--- src/rtl/sysctl_pkg.sv ---
package sysctl_pkg;

  localparam int DATA_W = 32;

  localparam logic [31:0] ID_WORD     = 32'h411A_3001;
  localparam logic [31:0] STAT_WORD   = 32'h0010_0000;
  localparam logic [31:0] OSC_RST     = 32'h0100_0048;
  localparam logic [31:0] AUX_RST     = 32'h0007_FEFF;
  localparam logic [31:0] INIT_RST    = 32'h0000_0112;
  localparam logic [31:0] SDRAM_BASE  = 32'h0001_1122;
  localparam logic [15:0] UNLOCK_KEY  = 16'hA05F;

  localparam int CTRL_LED_BIT   = 0;
  localparam int CTRL_REMAP_BIT = 2;
  localparam int CTRL_RST_BIT   = 3;

  // word indices inside the register page (byte address / 4)
  localparam logic [5:0] W_ID      = 6'd0;
  localparam logic [5:0] W_OSC     = 6'd2;
  localparam logic [5:0] W_CTRL    = 6'd3;
  localparam logic [5:0] W_STAT    = 6'd4;
  localparam logic [5:0] W_KEY     = 6'd5;
  localparam logic [5:0] W_AUX     = 6'd7;
  localparam logic [5:0] W_SDRAM   = 6'd8;
  localparam logic [5:0] W_INIT    = 6'd9;
  localparam logic [5:0] W_FLG_SET = 6'd12;
  localparam logic [5:0] W_FLG_CLR = 6'd13;
  localparam logic [5:0] W_NVF_SET = 6'd14;
  localparam logic [5:0] W_NVF_CLR = 6'd15;

  typedef enum logic [2:0] {
    SZ_SMALL, SZ_32M, SZ_64M, SZ_128M, SZ_256M
  } size_cls_t;

  function automatic size_cls_t classify(input logic [31:0] mb);
    if (mb >= 32'd256)      return SZ_256M;
    else if (mb >= 32'd128) return SZ_128M;
    else if (mb >= 32'd64)  return SZ_64M;
    else if (mb >= 32'd32)  return SZ_32M;
    else                    return SZ_SMALL;
  endfunction

  function automatic logic [7:0] sdram_code(input size_cls_t c);
    case (c)
      SZ_256M: return 8'h10;
      SZ_128M: return 8'h0C;
      SZ_64M:  return 8'h08;
      SZ_32M:  return 8'h04;
      default: return 8'h00;
    endcase
  endfunction

  function automatic logic [7:0] param_byte(input logic [4:0] idx, input size_cls_t c);
    case (idx)
      5'd0:  return 8'd128;
      5'd1:  return 8'd8;
      5'd2:  return 8'd4;
      5'd3:  return 8'd11;
      5'd4:  return 8'd9;
      5'd5:  return 8'd1;
      5'd6:  return 8'd64;
      5'd8:  return 8'd2;
      5'd9:  return 8'hA0;
      5'd10: return 8'hA0;
      5'd13: return 8'd8;
      5'd15: return 8'd1;
      5'd16: return 8'h0E;
      5'd17: return 8'd4;
      5'd18: return 8'h1C;
      5'd19: return 8'd1;
      5'd20: return 8'd2;
      5'd21: return 8'h20;
      5'd22: return 8'hC0;
      5'd27: return 8'h30;
      5'd28: return 8'h28;
      5'd29: return 8'h30;
      5'd30: return 8'h28;
      5'd31: begin
        case (c)
          SZ_256M: return 8'd64;
          SZ_128M: return 8'd32;
          SZ_64M:  return 8'd16;
          SZ_32M:  return 8'd4;
          default: return 8'd2;
        endcase
      end
      default: return 8'd0;
    endcase
  endfunction

endpackage

--- src/rtl/sysctl_lock_osc.sv ---
module sysctl_lock_osc
  import sysctl_pkg::*;
(
  input  logic              clk,
  input  logic              rst_n,
  input  logic              key_we,
  input  logic              osc_we,
  input  logic              aux_we,
  input  logic [DATA_W-1:0] wdata,
  output logic [DATA_W-1:0] key_rd,
  output logic [DATA_W-1:0] osc_q,
  output logic [DATA_W-1:0] aux_q,
  output logic              key_held
);
  localparam int KEY_W = 16;

  logic [KEY_W-1:0] key_q;

  assign key_held = (key_q == UNLOCK_KEY);
  assign key_rd   = {{(DATA_W-KEY_W-1){1'b0}}, key_held, key_q};

  always_ff @(posedge clk) begin
    if (!rst_n) begin
      key_q <= '0;
      osc_q <= OSC_RST;
      aux_q <= AUX_RST;
    end else begin
      if (key_we)              key_q <= wdata[KEY_W-1:0];
      if (osc_we && key_held)  osc_q <= wdata;
      if (aux_we && key_held)  aux_q <= wdata;
    end
  end
endmodule

--- src/rtl/sysctl_ctrl.sv ---
module sysctl_ctrl
  import sysctl_pkg::*;
(
  input  logic              clk,
  input  logic              rst_n,
  input  logic              we,
  input  logic [DATA_W-1:0] wdata,
  output logic [DATA_W-1:0] ctrl_rd,
  output logic              led_on,
  output logic              boot_flash_en,
  output logic              reset_req
);
  logic led_q, remap_q, pulse_q;

  always_ff @(posedge clk) begin
    if (!rst_n) begin
      led_q   <= 1'b0;
      remap_q <= 1'b0;
      pulse_q <= 1'b0;
    end else begin
      pulse_q <= we && wdata[CTRL_RST_BIT];
      if (we) begin
        led_q   <= wdata[CTRL_LED_BIT];
        remap_q <= wdata[CTRL_REMAP_BIT];
      end
    end
  end

  always_comb begin
    ctrl_rd = '0;
    ctrl_rd[CTRL_LED_BIT]   = led_q;
    ctrl_rd[CTRL_REMAP_BIT] = remap_q;
  end

  assign led_on        = led_q;
  assign boot_flash_en = !remap_q;
  assign reset_req     = pulse_q;
endmodule

--- src/rtl/sysctl_flagpair.sv ---
module sysctl_flagpair
  import sysctl_pkg::*;
(
  input  logic              clk,
  input  logic              rst_n,
  input  logic              set_we,
  input  logic              clr_we,
  input  logic [DATA_W-1:0] wdata,
  output logic [DATA_W-1:0] flags_q
);
  logic [DATA_W-1:0] set_mask, clr_mask;

  assign set_mask = set_we ? wdata : '0;
  assign clr_mask = clr_we ? wdata : '0;

  always_ff @(posedge clk) begin
    if (!rst_n) flags_q <= '0;
    else        flags_q <= (flags_q | set_mask) & ~clr_mask;
  end
endmodule

--- src/rtl/sysctl_regbank.sv ---
module sysctl_regbank
  import sysctl_pkg::*;
#(
  parameter int ADDR_W = 9,
  parameter int SIZE_W = 12
) (
  input  logic              clk,
  input  logic              rst_n,
  input  logic [ADDR_W-1:0] bus_addr,
  input  logic              bus_wr,
  input  logic [31:0]       bus_wdata,
  output logic [31:0]       bus_rdata,
  input  logic [SIZE_W-1:0] mem_size_mb,
  output logic              led_on,
  output logic              boot_flash_en,
  output logic              reset_req
);
  localparam int PAGE_W   = ADDR_W - 8;
  localparam int N_FLAGS  = 2;
  localparam logic [PAGE_W-1:0] PG_REGS  = PAGE_W'(0);
  localparam logic [PAGE_W-1:0] PG_PARAM = PAGE_W'(1);

  logic       reg_page, param_page, param_hi;
  logic [5:0] word;
  logic [4:0] param_idx;

  assign reg_page   = (bus_addr[ADDR_W-1:8] == PG_REGS);
  assign param_page = (bus_addr[ADDR_W-1:8] == PG_PARAM);
  assign param_hi   = bus_addr[7];
  assign word       = bus_addr[7:2];
  assign param_idx  = bus_addr[6:2];

  function automatic logic hit(input logic [5:0] w);
    return bus_wr && reg_page && (word == w);
  endfunction

  // lock + oscillators
  logic [DATA_W-1:0] key_rd, osc_q, aux_q;
  logic              key_held;

  sysctl_lock_osc u_lock (
    .clk(clk), .rst_n(rst_n),
    .key_we(hit(W_KEY)), .osc_we(hit(W_OSC)), .aux_we(hit(W_AUX)),
    .wdata(bus_wdata), .key_rd(key_rd), .osc_q(osc_q), .aux_q(aux_q),
    .key_held(key_held)
  );

  // control word
  logic [DATA_W-1:0] ctrl_rd;

  sysctl_ctrl u_ctrl (
    .clk(clk), .rst_n(rst_n), .we(hit(W_CTRL)), .wdata(bus_wdata),
    .ctrl_rd(ctrl_rd), .led_on(led_on), .boot_flash_en(boot_flash_en),
    .reset_req(reset_req)
  );

  // set/clear flag pairs: index 0 volatile, index 1 non-volatile
  logic [N_FLAGS-1:0] flg_set, flg_clr;
  logic [DATA_W-1:0]  flags_q [N_FLAGS];

  assign flg_set = {hit(W_NVF_SET), hit(W_FLG_SET)};
  assign flg_clr = {hit(W_NVF_CLR), hit(W_FLG_CLR)};

  for (genvar g = 0; g < N_FLAGS; g++) begin : g_flags
    sysctl_flagpair u_pair (
      .clk(clk), .rst_n(rst_n), .set_we(flg_set[g]), .clr_we(flg_clr[g]),
      .wdata(bus_wdata), .flags_q(flags_q[g])
    );
  end

  // memory size class, SDRAM and init words
  size_cls_t         size_q;
  logic [DATA_W-1:0] sdram_q, init_q;
  size_cls_t         size_now;

  assign size_now = classify(32'(mem_size_mb));

  always_ff @(posedge clk) begin
    if (!rst_n) begin
      size_q  <= size_now;
      sdram_q <= SDRAM_BASE | {24'b0, sdram_code(size_now)};
      init_q  <= INIT_RST;
    end else begin
      if (hit(W_SDRAM)) sdram_q <= bus_wdata;
      if (hit(W_INIT))  init_q  <= bus_wdata;
    end
  end

  // parameter window
  logic [7:0] param_val;
  assign param_val = param_byte(param_idx, size_q);

  // read mux
  always_comb begin
    bus_rdata = '0;
    if (param_page) begin
      if (!param_hi) bus_rdata = {24'b0, param_val};
    end else if (reg_page) begin
      case (word)
        W_ID:      bus_rdata = ID_WORD;
        W_OSC:     bus_rdata = osc_q;
        W_CTRL:    bus_rdata = ctrl_rd;
        W_STAT:    bus_rdata = STAT_WORD;
        W_KEY:     bus_rdata = key_rd;
        W_AUX:     bus_rdata = aux_q;
        W_SDRAM:   bus_rdata = sdram_q;
        W_INIT:    bus_rdata = init_q;
        W_FLG_SET: bus_rdata = flags_q[0];
        W_NVF_SET: bus_rdata = flags_q[1];
        default:   bus_rdata = '0;
      endcase
    end
  end
endmodule

--- config.mk ---
export PLATFORM = sky130hd
export DESIGN_NAME = sysctl_regbank
export DESIGN_NICKNAME = d
export VERILOG_FILES = /design/src/rtl/sysctl_pkg.sv /design/src/rtl/sysctl_lock_osc.sv /design/src/rtl/sysctl_ctrl.sv /design/src/rtl/sysctl_flagpair.sv /design/src/rtl/sysctl_regbank.sv
export SDC_FILE = /design/constraint.sdc
export NUM_CORES = 1
export LEC_CHECK = 0
export BUFFER_PORTS_ARGS = -buffer_cell sky130_fd_sc_hd__buf_2
export CAP_MARGIN = 0
export CORE_MARGIN = 2
export CORE_UTILIZATION = 59
export DETAILED_ROUTE_END_ITERATION = 10
export PLACE_DENSITY = 0.79
export SYNTH_ARGS = -nofsm -noshare
export SYNTH_HDL_FRONTEND = slang
export SYNTH_SLANG_ARGS = --single-unit
--- constraint.sdc ---
create_clock -name clk -period 3 [get_ports clk]
set_clock_uncertainty 0.2 [all_clocks]
set_input_delay 0.6 -clock clk [delete_from_list [all_inputs] [get_ports clk]]
set_output_delay 0.6 -clock clk [all_outputs]
set_load 0.05 [all_outputs]
* Word-level counts from Yosys, hierarchy flattened *
Cells that the tools add are included.

cells by class
  reduce and logical (&&, ||, !) cells = 24
  multiplexer cells = 16
  bitwise gates (word level) = 7
  equality and inequality tests = 44
  magnitude comparators = 4

operators with widths
  operator              count
  $pmux 32 s10          1
  $mux 32               5
  $pmux 8 s16           1
  $and 32x32->32        2
  $not 32->32           2
  $or 32x32->32         2
  $eq 5x5->1 const B    12
  $eq 6x4->1 const B    6
  $pmux 7 s4            1
  $eq 5x4->1 const B    5
  $mux 8                3
  $pmux 5 s4            1
  $eq 6x3->1 const B    3
  $eq 16x16->1 const B  1
  $eq 5x3->1 const B    3
  $logic_and 1x1->1     14
  $eq 3x2->1 const B    4
  $eq 6x2->1 const B    2
  $ge 12x6->1 const B   1
  $ge 12x7->1 const B   1
  $ge 12x8->1 const B   1
  $ge 12x9->1 const B   1
  $reduce_or 2->1       6
  $eq 5x2->1 const B    2
  12 further kinds      15

word-level totals
  word-level logic and storage cells = 107
  bits in registers = 214
  output and inout port bits = 35
  input bits = 56

* Logic depth before layout (Yosys ltp) *
Gate-level depths: netlist of the first run.

  depth after elaboration = 8
  mapped depth = 8
  depth with buffers taken out = 5

* Hierarchy *
Synthesis of the first run repeated with hierarchy kept, for this count alone.

second synthesis, totals
  cell total of the unflattened synthesis = 1158
  area, all modules = 10687.8 µm²

modules (own cells, without submodules)
  module           area an instance (µm²)  instances  cells each  seq. area each (µm²)
  sysctl_regbank   4569.4                  1          558         1431.4
  sysctl_lock_osc  3238.1                  1          346         1601.5
  sysctl_flagpair  1266.2                  2          106         640.6
  sysctl_ctrl      347.8                   1          42          60.1

* Worst setup path after synthesis of the first run *
OpenSTA, ideal clock, no wires.

  kind = input-to-output
  start = input bus_addr[3]
  end = output bus_rdata[21]
  path slack = -0.532 ns
  required time = 2.200 ns
  arrival time = 2.732 ns
  cell stages on the path = 7
  path buffers = 3
  cells stage by stage = buf_2 or4b_4 nor2_4 buf_6 buf_6 a22oi_1 a31oi_1

between the ends
  longest elaborated chain between the ends = 3
  elaborated cells between the ends (all ways) = 12
  classes of those cells = eq/ne (9); mux (2); reduce/logical (1)

RTL lines
  item                                line                  RTL
  from (decl)                         sysctl_regbank.sv:9   input logic [ADDR_W-1:0] bus_addr,
  $eq 6x4->1 (tied with other cells)  sysctl_regbank.sv:99  case (word)
  $pmux 32 s10 (*)                    sysctl_regbank.sv:99
  $mux 32 (*)                         sysctl_regbank.sv:96  if (param_page) begin
  to (decl)                           sysctl_regbank.sv:12  output logic [31:0] bus_rdata,

Every way passes the cells marked *; elsewhere a longest branch is shown, timed or not.

* Final worst setup path of the first run *
  start = input bus_addr[3]
  end = output bus_rdata[24]

The elaborated chain is that of the path after synthesis.

==> flow_summary.ini, run 1 <==
[logic_synthesis]
synth_ff_type = dfxtp_1
synth_edf_count = 9
syn-instance-count = 1127
async_flop_share = 0
synth_seq_area_share = 0.453
syn_area_sq_um = 9650
syn_area_per_cell_sq_um = 8.56
synth.top_cell.area_share = 0.425
synth.distinct_cells = 61
ys_ff_latch = 214
synth_area_leader_cell = dfxtp_1
synth.area.top_cells = dfxtp_1, nand2_1, a21oi_1
ys_warn_count = 0
syn_nets = 1183

[sta]
setup_ws_ps = -173
max_freq_ghz = 0.315
finalHoldViolCount = 0
setup_viol = 32
maxSlewHeadroom = 0.455
rsz0062_at_grt = yes
hold_slack_ps = 153
fin_crit_sh = 1.06
finalMaxSlewViolations = 0
tns_ps = -3260
fin_crit_ps = 3170
tightestPinTransition_ps = 810

[floorplanning]
die_h_um = 132
dieArea_sq_um = 17400
rows = 46
dieWidth_um = 132
start_util = 0.605
coreArea_sq_um = 15900
num_io_pins = 91

[clock_tree]
cts_sinks = 214
clkTransAtPathRegs_ps = 60
numCtsBuffers = 23
cts_hold_buf = 0
clk_path_buf_depth = 3
root_buffer = clkbuf_16
clkLatencyLatePin_ps = 530
h-tree-depth = 1
cts_tree = built

[critical_path]
endpoint_kind = primary output
cp.required_ps = 2200
criticalPathCategory = in2out
worstPathArrival_ps = 2370
crit_fanout = 10
cp-start-kind = input pin

[detailed_routing]
wl_mm = 33.2
drc = 0
drt-wirelength-per-cell_um = 22.8
drt-vias-per-instance = 6.67
vias = 9727
firstDrtPassIters = 8
dr.first_iter.drc_count = 1348
ant_nets = 0

[power_and_ir_drop]
internal_power_uw = 5060
p_comb_frac = 0.065
p_sw_frac = 0.229
cellPowerDensity_nw_per_um2 = 507
power_leakage_uw = 0.00438
p_switching_uw = 1500
vdd.ir_drop.worst_uv = 511
pwr-share-seq = 0.439
clockPowerShare = 0.495

[grt]
grt_antenna_before_repair = 0
grt_pass1_vias = 9529
gr-usage-all-layers = 0.361
overflow = 0
grt_max_degree = 44
grt_pass1_wl_mm = 51.0

[outcome]
status = finished, violations left
violations = setup timing

[finish]
n_antenna_cell = 0
areaGrowthSynthToFinish_pct = 34.1
nets = 1281
drive_above_1_share = 0.305

[worst_hold_path]
hold_class = in2reg

[place]
gp_congestion = 0.865
post-place-ws_ps = -258
io_buffers = 83
dp_hpwl_mm = 18.8

[flow_run]
max_cap_violations = 0
## power groups by stage
stage	clock, uW	combinational, uW	sequential (uW)
floorplan	0	232	2940
global placement	0	370	2940
detailed placement	0	376	2940
CTS	3240	404	2880
global route	3380	450	2880
finish	3250	429	2880
## layout make-up
| cell class | count | area (sq um) |
|---|---|---|
| Clock buffer | 30 | 642 |
| Clock inverter | 12 | 228 |
| Fill cell | 910 | 3000 |
| Inverter | 6 | 25.0 |
| Multi-Input combinational cell | 788 | 5370 |
| Sequential cell | 214 | 4370 |
| Tap cell | 216 | 270 |
| Timing Repair Buffer | 192 | 2030 |
## cells by family (layout without fill, tap and decap cells)
group / Yosys count / after routing / synth area share
compound gates: 397 / 397 / 0.277
mux: 6 / 6 / 0.00622
xor+xnor: 3 / 3 / 0.00272
flops: 214 / 214 / 0.453
simple gates: 382 / 382 / 0.188
buf+inv: 125 / 240 / 0.0721
## flip-flops by register name, indices dropped and copies added (netlist names)
signal                  cells
u_lock.aux_q               32
u_ctrl.led_on               1
size_q                      3
u_lock.key_q               16
sdram_q                    32
init_q                     32
u_lock.osc_q               32
g_flags.u_pair.flags_q     64
u_ctrl.reset_req            1
u_ctrl.remap_q              1
## worst paths after layout
kind | startpoint | end | slack (ps) | depth (start not counted)
max reg2reg | u_lock.key_q[11] | u_lock.aux_q[0] | 700 | 6
min reg2reg | init_q[5] | init_q[5] | 250 | 2
min | bus_wdata[28] | g_flags[0].u_pair.flags_q[28] | 150 | 2
max | bus_addr[3] | bus_rdata[24] | -170 | 8
## worst max-delay path, stage by stage
cell,delay [ps]
buf_8,100
or4b_4,600
nor2_4,200
buf_12,170
buf_12,150
a222oi_1,150
a31oi_4,200
buf_6,190
## cell usage after synthesis (4+ instances only)
library cell	count
edfxtp_1	9
nor2_4	4
nand2b_1	4
clkbuf_1	40
a211oi_2	30
mux2i_1	6
o21ai_0	34
nor2_1	14
nand3_1	78
a31oi_1	28
nor4_1	4
nand2_1	232
inv_1	5
buf_6	15
o21ai_1	14
a21oi_1	142
a221oi_1	4
a222oi_1	15
buf_1	7
and3_1	8
a211oi_1	36
dfxtp_1	205
buf_2	40
a22oi_1	70
o22ai_1	7
buf_4	17
nor2b_1	4
## metal layers
metal / routed length [um] / share of wire / track usage / up-vias
met1: 12600 / 0.38 / 0.470 / 4630
li1: - / - / - / 4317
met4: 1080 / 0.032 / 0.155 / 0
met3: 3590 / 0.11 / 0.0592 / 101
met5: 0 / 0 / 0 / -
met2: 15900 / 0.48 / 0.596 / 679
## repair_timing
action                     4_1_cts  5_1_grt
resized for setup              132       30
cloned                           2        5
pin swaps                       26       27
setup endpoints to repair       32       32
setup buffers                    5        3
## stage by stage
| stage | util | instances | total power (uW) | cell area (sq um) |
|---|---|---|---|---|
| after floorplan | - | 1127 | 3170 | 10200 |
| after global placement | 0.704 | 1403 | 3310 | 11200 |
| after detailed placement | 0.704 | 1403 | 3320 | 11200 |
| after CTS | 0.796 | 1452 | 6530 | 12700 |
| after global routing | 0.812 | 1458 | 6710 | 12900 |
| final | 0.812 | 1458 | 6560 | 12900 |
## cell usage in the layout (no fill, tap or decap), types with 6 or more instances in the layout
cell / instances
a211oi_2: 32
buf_6: 39
buf_2: 44
nand2_1: 229
dfxtp_1: 205
a22oi_2: 42
and3_1: 6
buf_8: 10
o21ai_0: 34
a222oi_1: 15
a22oi_1: 28
nor2_4: 6
mux2i_1: 6
bufinv_16: 6
nand3_1: 78
a211oi_1: 34
a31oi_4: 24
buf_12: 28
edfxtp_1: 9
buf_4: 64
o21ai_1: 14
a21oi_1: 140
clkbuf_16: 29
nor2_1: 12
Power figures use the tool's default switching activity.
==> inputs of run 2 (changes only) <==
--- a/config.mk
+++ b/config.mk
@@ -5,12 +5,14 @@
 export SDC_FILE = /design/constraint.sdc
 export NUM_CORES = 1
 export LEC_CHECK = 0
+export ABC_CLOCK_PERIOD_IN_PS = 3000
 export BUFFER_PORTS_ARGS = -buffer_cell sky130_fd_sc_hd__buf_2
 export CAP_MARGIN = 0
-export CORE_MARGIN = 2
+export CORE_MARGIN = 4
 export CORE_UTILIZATION = 59
 export DETAILED_ROUTE_END_ITERATION = 10
 export PLACE_DENSITY = 0.79
+export SKIP_CTS_REPAIR_TIMING = 1
 export SYNTH_ARGS = -nofsm -noshare
 export SYNTH_HDL_FRONTEND = slang
 export SYNTH_SLANG_ARGS = --single-unit
==> run 2 against run 1 <==
The run still ends with setup timing left. Fmax rose by 1.0%. Wire length fell by 9.2%. Design area fell by 5.3%.
==> flow_summary.ini, run 2 (same netlist as run 1, synthesis figures left out) <==
[finish]
final_common_cell = nand2_1
largest-register = g_flags.u_pair.flags_q
final_cell_mix = nand2_1, dfxtp_1, a21oi_1
areaGrowthSynthToFinish_pct = 26.9
final_util = 0.768
largest_reg_flops = 64
nets = 1272
stdcell_area_sq_um = 12300
drive_above_1_share = 0.271
fillers = 1061

[grt]
grt_antenna_before_repair = 0
overflow = 0
grt_pass1_vias = 8809
grt_pass1_wl_mm = 46.8
grt_max_degree = 48
gr-usage-all-layers = 0.315

[sta]
setup_viol = 31
maxSlewHeadroom = 0.468
tightestPinTransition_ps = 790
max_freq_ghz = 0.318
rsz0062_at_grt = yes
setup_ws_ps = -141
hold_slack_ps = 186
finalMaxSlewViolations = 0
fin_crit_sh = 1.05
finalHoldViolCount = 0
fin_crit_ps = 3140

[detailed_routing]
drt-vias-per-instance = 6.44
drc = 0
dr.first_iter.drc_count = 1050
vias = 9324
drt-wirelength-per-cell_um = 20.9
wl_mm = 30.2
ant_nets = 0
firstDrtPassIters = 6

[critical_path]
crit_fanout = 7
cp-start-kind = input pin
criticalPathCategory = in2out
worstPathArrival_ps = 2340
endpoint_kind = primary output
cp.required_ps = 2200

[clock_tree]
clk_path_buf_depth = 3
cts_sinks = 214
root_buffer = clkbuf_16
clkTransAtPathRegs_ps = 60
h-tree-depth = 1
numCtsBuffers = 22
cts_tree = built
clkLatencyLatePin_ps = 500

[power_and_ir_drop]
internal_power_uw = 4640
p_sw_frac = 0.229
p_switching_uw = 1380
cellPowerDensity_nw_per_um2 = 491
p_comb_frac = 0.067
vdd.ir_drop.worst_uv = 583
pwr-share-seq = 0.479
power_leakage_uw = 0.00417
clockPowerShare = 0.454

[worst_hold_path]
hold_class = in2reg

[place]
gp_congestion = 0.913
dp_hpwl_mm = 19.0
io_buffers = 83
placed_area_sq_um = 11100

[flow_run]
max_cap_violations = 0

[floorplanning]
dieWidth_um = 136
die_h_um = 136
coreArea_sq_um = 15900
dieArea_sq_um = 18500
rows = 46
start_util = 0.605
num_io_pins = 91

[outcome]
status = finished, violations left
violations = setup timing
## run 2: final timing paths
kind | from | endpoint | slack (ps) | cells after the start
hold / removal | bus_wdata[21] | g_flags[0].u_pair.flags_q[21] | 190 | 2
setup / recovery | bus_addr[2] | bus_rdata[7] | -140 | 9
hold reg to reg | sdram_q[22] | sdram_q[22] | 260 | 2
setup reg to reg | u_lock.key_q[14] | u_lock.osc_q[8] | 760 | 7
## run 2: cell type report
cell class / count / area, sq um / share of cell area
multi-input cells: 789 / 5200 / 0.424
flip-flops and latches: 214 / 4380 / 0.357
clock inverters: 8 / 68.8 / 0.00562
diodes: 1 / 2.50 / 0.000204
clock buffers: 30 / 663 / 0.0541
repair buffers: 183 / 1650 / 0.135
well taps: 216 / 270 / 0.0221
inverters: 6 / 25.0 / 0.00204
## run 2: stage by stage
stage	setup slack (ps)	instances	setup TNS (ps)	power, uW
finish	-141	1447	-2700	6020
CTS	-367	1440	-8030	6000
detailed placement	-368	1402	-7620	3310
floorplan	-63.5	1127	-497	3170
global route	-177	1446	-3800	6170
global placement	-345	1402	-6880	3310
## run 2: critical path, stage by stage
cell	delay (ps)
buf_8	100
or4b_4	560
nor2_4	190
buf_12	160
a22oi_2	80
a31oi_2	260
buf_4	160
a21o_4	90
buf_8	130
## run 2: layer usage
layer / wire [um] / share of wire / up-vias / GRT usage
li1: - / - / 4295 / -
met1: 11900 / 0.39 / 4411 / 0.430
met2: 14400 / 0.48 / 537 / 0.516
met3: 3050 / 0.10 / 81 / 0.0477
met4: 885 / 0.029 / 0 / 0.102
met5: 0 / 0 / - / 0
## run 2: power by group through the flow
stage / clock network [uW] / logic [uW] / registers, uW
after floorplan: 0 / 232 / 2940
after global placement: 0 / 363 / 2940
after detailed placement: 0 / 369 / 2940
after CTS: 2750 / 371 / 2880
after global routing: 2860 / 427 / 2880
final: 2730 / 403 / 2880
==> inputs of run 3 (changes only) <==
--- a/config.mk
+++ b/config.mk
@@ -5,7 +5,7 @@
 export SDC_FILE = /design/constraint.sdc
 export NUM_CORES = 1
 export LEC_CHECK = 0
-export ABC_CLOCK_PERIOD_IN_PS = 3000
+export ABC_CLOCK_PERIOD_IN_PS = 3690
 export BUFFER_PORTS_ARGS = -buffer_cell sky130_fd_sc_hd__buf_2
 export CAP_MARGIN = 0
 export CORE_MARGIN = 4
==> constraint.sdc (replaced) <==
create_clock -name clk -period 3.69 [get_ports clk]
set_clock_uncertainty 0.2 [all_clocks]
set_input_delay 0.738 -clock clk [delete_from_list [all_inputs] [get_ports clk]]
set_output_delay 0.738 -clock clk [all_outputs]
set_load 0.05 [all_outputs]
==> run 3 against run 2 <==
The run now ends clean. Die area did not move. Via count fell by 2.4%. Sequential share of layout area is 3.6 points higher. Clock-buffer cell count did not move. Design area fell by 9.1%. Non-clock buffer count down 46. Final cell count down 3.2%.
==> flow_summary.ini, run 3 (same netlist as run 1, synthesis figures left out) <==
[sta]
maxSlewHeadroom = 0.476
max_freq_ghz = 0.274
setup_viol = 0
finalHoldViolCount = 0
tns_ps = 0
fin_crit_ps = 3650
rsz0062_at_grt = no
fin_crit_sh = 0.988
finalMaxSlewViolations = 0
tightestPinTransition_ps = 783

[finish]
largest-register = g_flags.u_pair.flags_q
final_cell_mix = nand2_1, dfxtp_1, a21oi_1
fillers = 1251
drive_above_1_share = 0.215
nets = 1226
n_antenna_cell = 0
areaGrowthSynthToFinish_pct = 15.4
largest_reg_flops = 64
final_common_cell = nand2_1

[critical_path]
critical_path.startpoint = bus_addr[3]
cp-start-kind = input pin
rr_worst_depth = 5
r2r-start = u_lock.key_q[11]
crit_fanout = 21
cp.required_ps = 2750
r2r-end = u_lock.aux_q[14]
worstPathArrival_ps = 2710
criticalPathCategory = in2out
regToRegSetupSlack_ps = 1180
endpoint_kind = primary output

[floorplanning]
rows = 46
coreArea_sq_um = 15900
num_io_pins = 91
die_h_um = 136
dieWidth_um = 136
start_util = 0.605
dieArea_sq_um = 18500

[detailed_routing]
vias = 9100
drc = 0
dr.first_iter.drc_count = 1247
drt-wirelength-per-cell_um = 20.8
firstDrtPassIters = 6
wl_mm = 29.1
drt-vias-per-instance = 6.50
ant_nets = 0

[power_and_ir_drop]
p_switching_uw = 1130
internal_power_uw = 3850
vdd.ir_drop.worst_uv = 400
cellPowerDensity_nw_per_um2 = 447
pwr-share-seq = 0.470
p_comb_frac = 0.055
p_sw_frac = 0.227
finalPower_uw = 4980
clockPowerShare = 0.475
power_leakage_uw = 0.00383

[clock_tree]
cts_sinks = 214
clk_path_buf_depth = 3
root_buffer = clkbuf_16
clkTransAtPathRegs_ps = 60
numCtsBuffers = 23
cts_tree = built
clkLatencyLatePin_ps = 510
h-tree-depth = 1

[place]
io_buffers = 83
gp_congestion = 0.896
dp_hpwl_mm = 17.7

[grt]
overflow = 0
grt_max_degree = 74
grt_pass1_wl_mm = 46.2
gr-usage-all-layers = 0.310
grt_pass1_vias = 8674
grt_antenna_before_repair = 0

[worst_hold_path]
hold_path_startpoint = init_q[29]
hold_class = reg2reg
hold_end = init_q[29]
hold-path-cell-count = 2

[flow_run]
max_cap_violations = 0

[outcome]
status = finished clean
[run 3: changes by cell type in the layout (fill, tap and decap cells not counted), moves of 7 or more]
cell,previous run,this run
a31oi_4,23,0
buf_4,74,46
a22oi_1,57,70
a22oi_2,13,0
a31oi_2,2,23
buf_8,7,0
buf_2,46,82
buf_6,40,0
[run 3: how the worst max path moves through the flow]
stage	to	slack [ps]	cells after the start
2_1_floorplan	bus_rdata[20]	5	7
3_3_place_gp	bus_rdata[6]	30	7
3_5_place_dp	bus_rdata[6]	20	7
4_1_cts	bus_rdata[6]	20	7
5_1_grt	bus_rdata[6]	10	7
6_report	bus_rdata[2]	40	8
[run 3: power groups by stage]
stage | combinational [uW] | sequential, uW | clock (uW)
2_1_floorplan | 177 | 2390 | 0
3_3_place_gp | 263 | 2390 | 0
3_5_place_dp | 266 | 2390 | 0
4_1_cts | 268 | 2340 | 2370
5_1_grt | 293 | 2340 | 2460
6_report | 275 | 2340 | 2370
[run 3: cell type report]
class	instances	area, sq um	share of cell area
sequential	214	4370	0.393
clock inverter	9	129	0.0116
inverter	6	25.0	0.00225
clock buffer	30	643	0.0577
multi-input combinational	788	4760	0.427
timing repair buffer	137	936	0.0840
tap	216	270	0.0243
[run 3: metrics by stage]
stage	cells	cell area, sq um	setup slack [ps]	utilization	hold slack, ps
after floorplan	1127	9810	5.33	-	236
after global placement	1359	10300	32.6	0.649	241
after detailed placement	1359	10300	22.2	0.649	248
after CTS	1398	11100	17.3	0.697	256
after global routing	1400	11100	10.9	0.699	266
final	1400	11100	44.5	0.699	254
[run 3: per-layer routing]
| metal | GRT usage | routed length, um | vias up |
|---|---|---|---|
| li1 | - | - | 4190 |
| met1 | 0.419 | 11900 | 4341 |
| met2 | 0.507 | 13600 | 495 |
| met3 | 0.0489 | 2770 | 74 |
| met4 | 0.106 | 755 | 0 |
| met5 | 0 | 0 | - |
[run 3: critical path: stages]
cell     delay, ps
buf_2          130
or4_4          600
nor2_4         250
buf_12         220
a22oi_1        110
and3_1         220
o22ai_2        140
buf_2          290
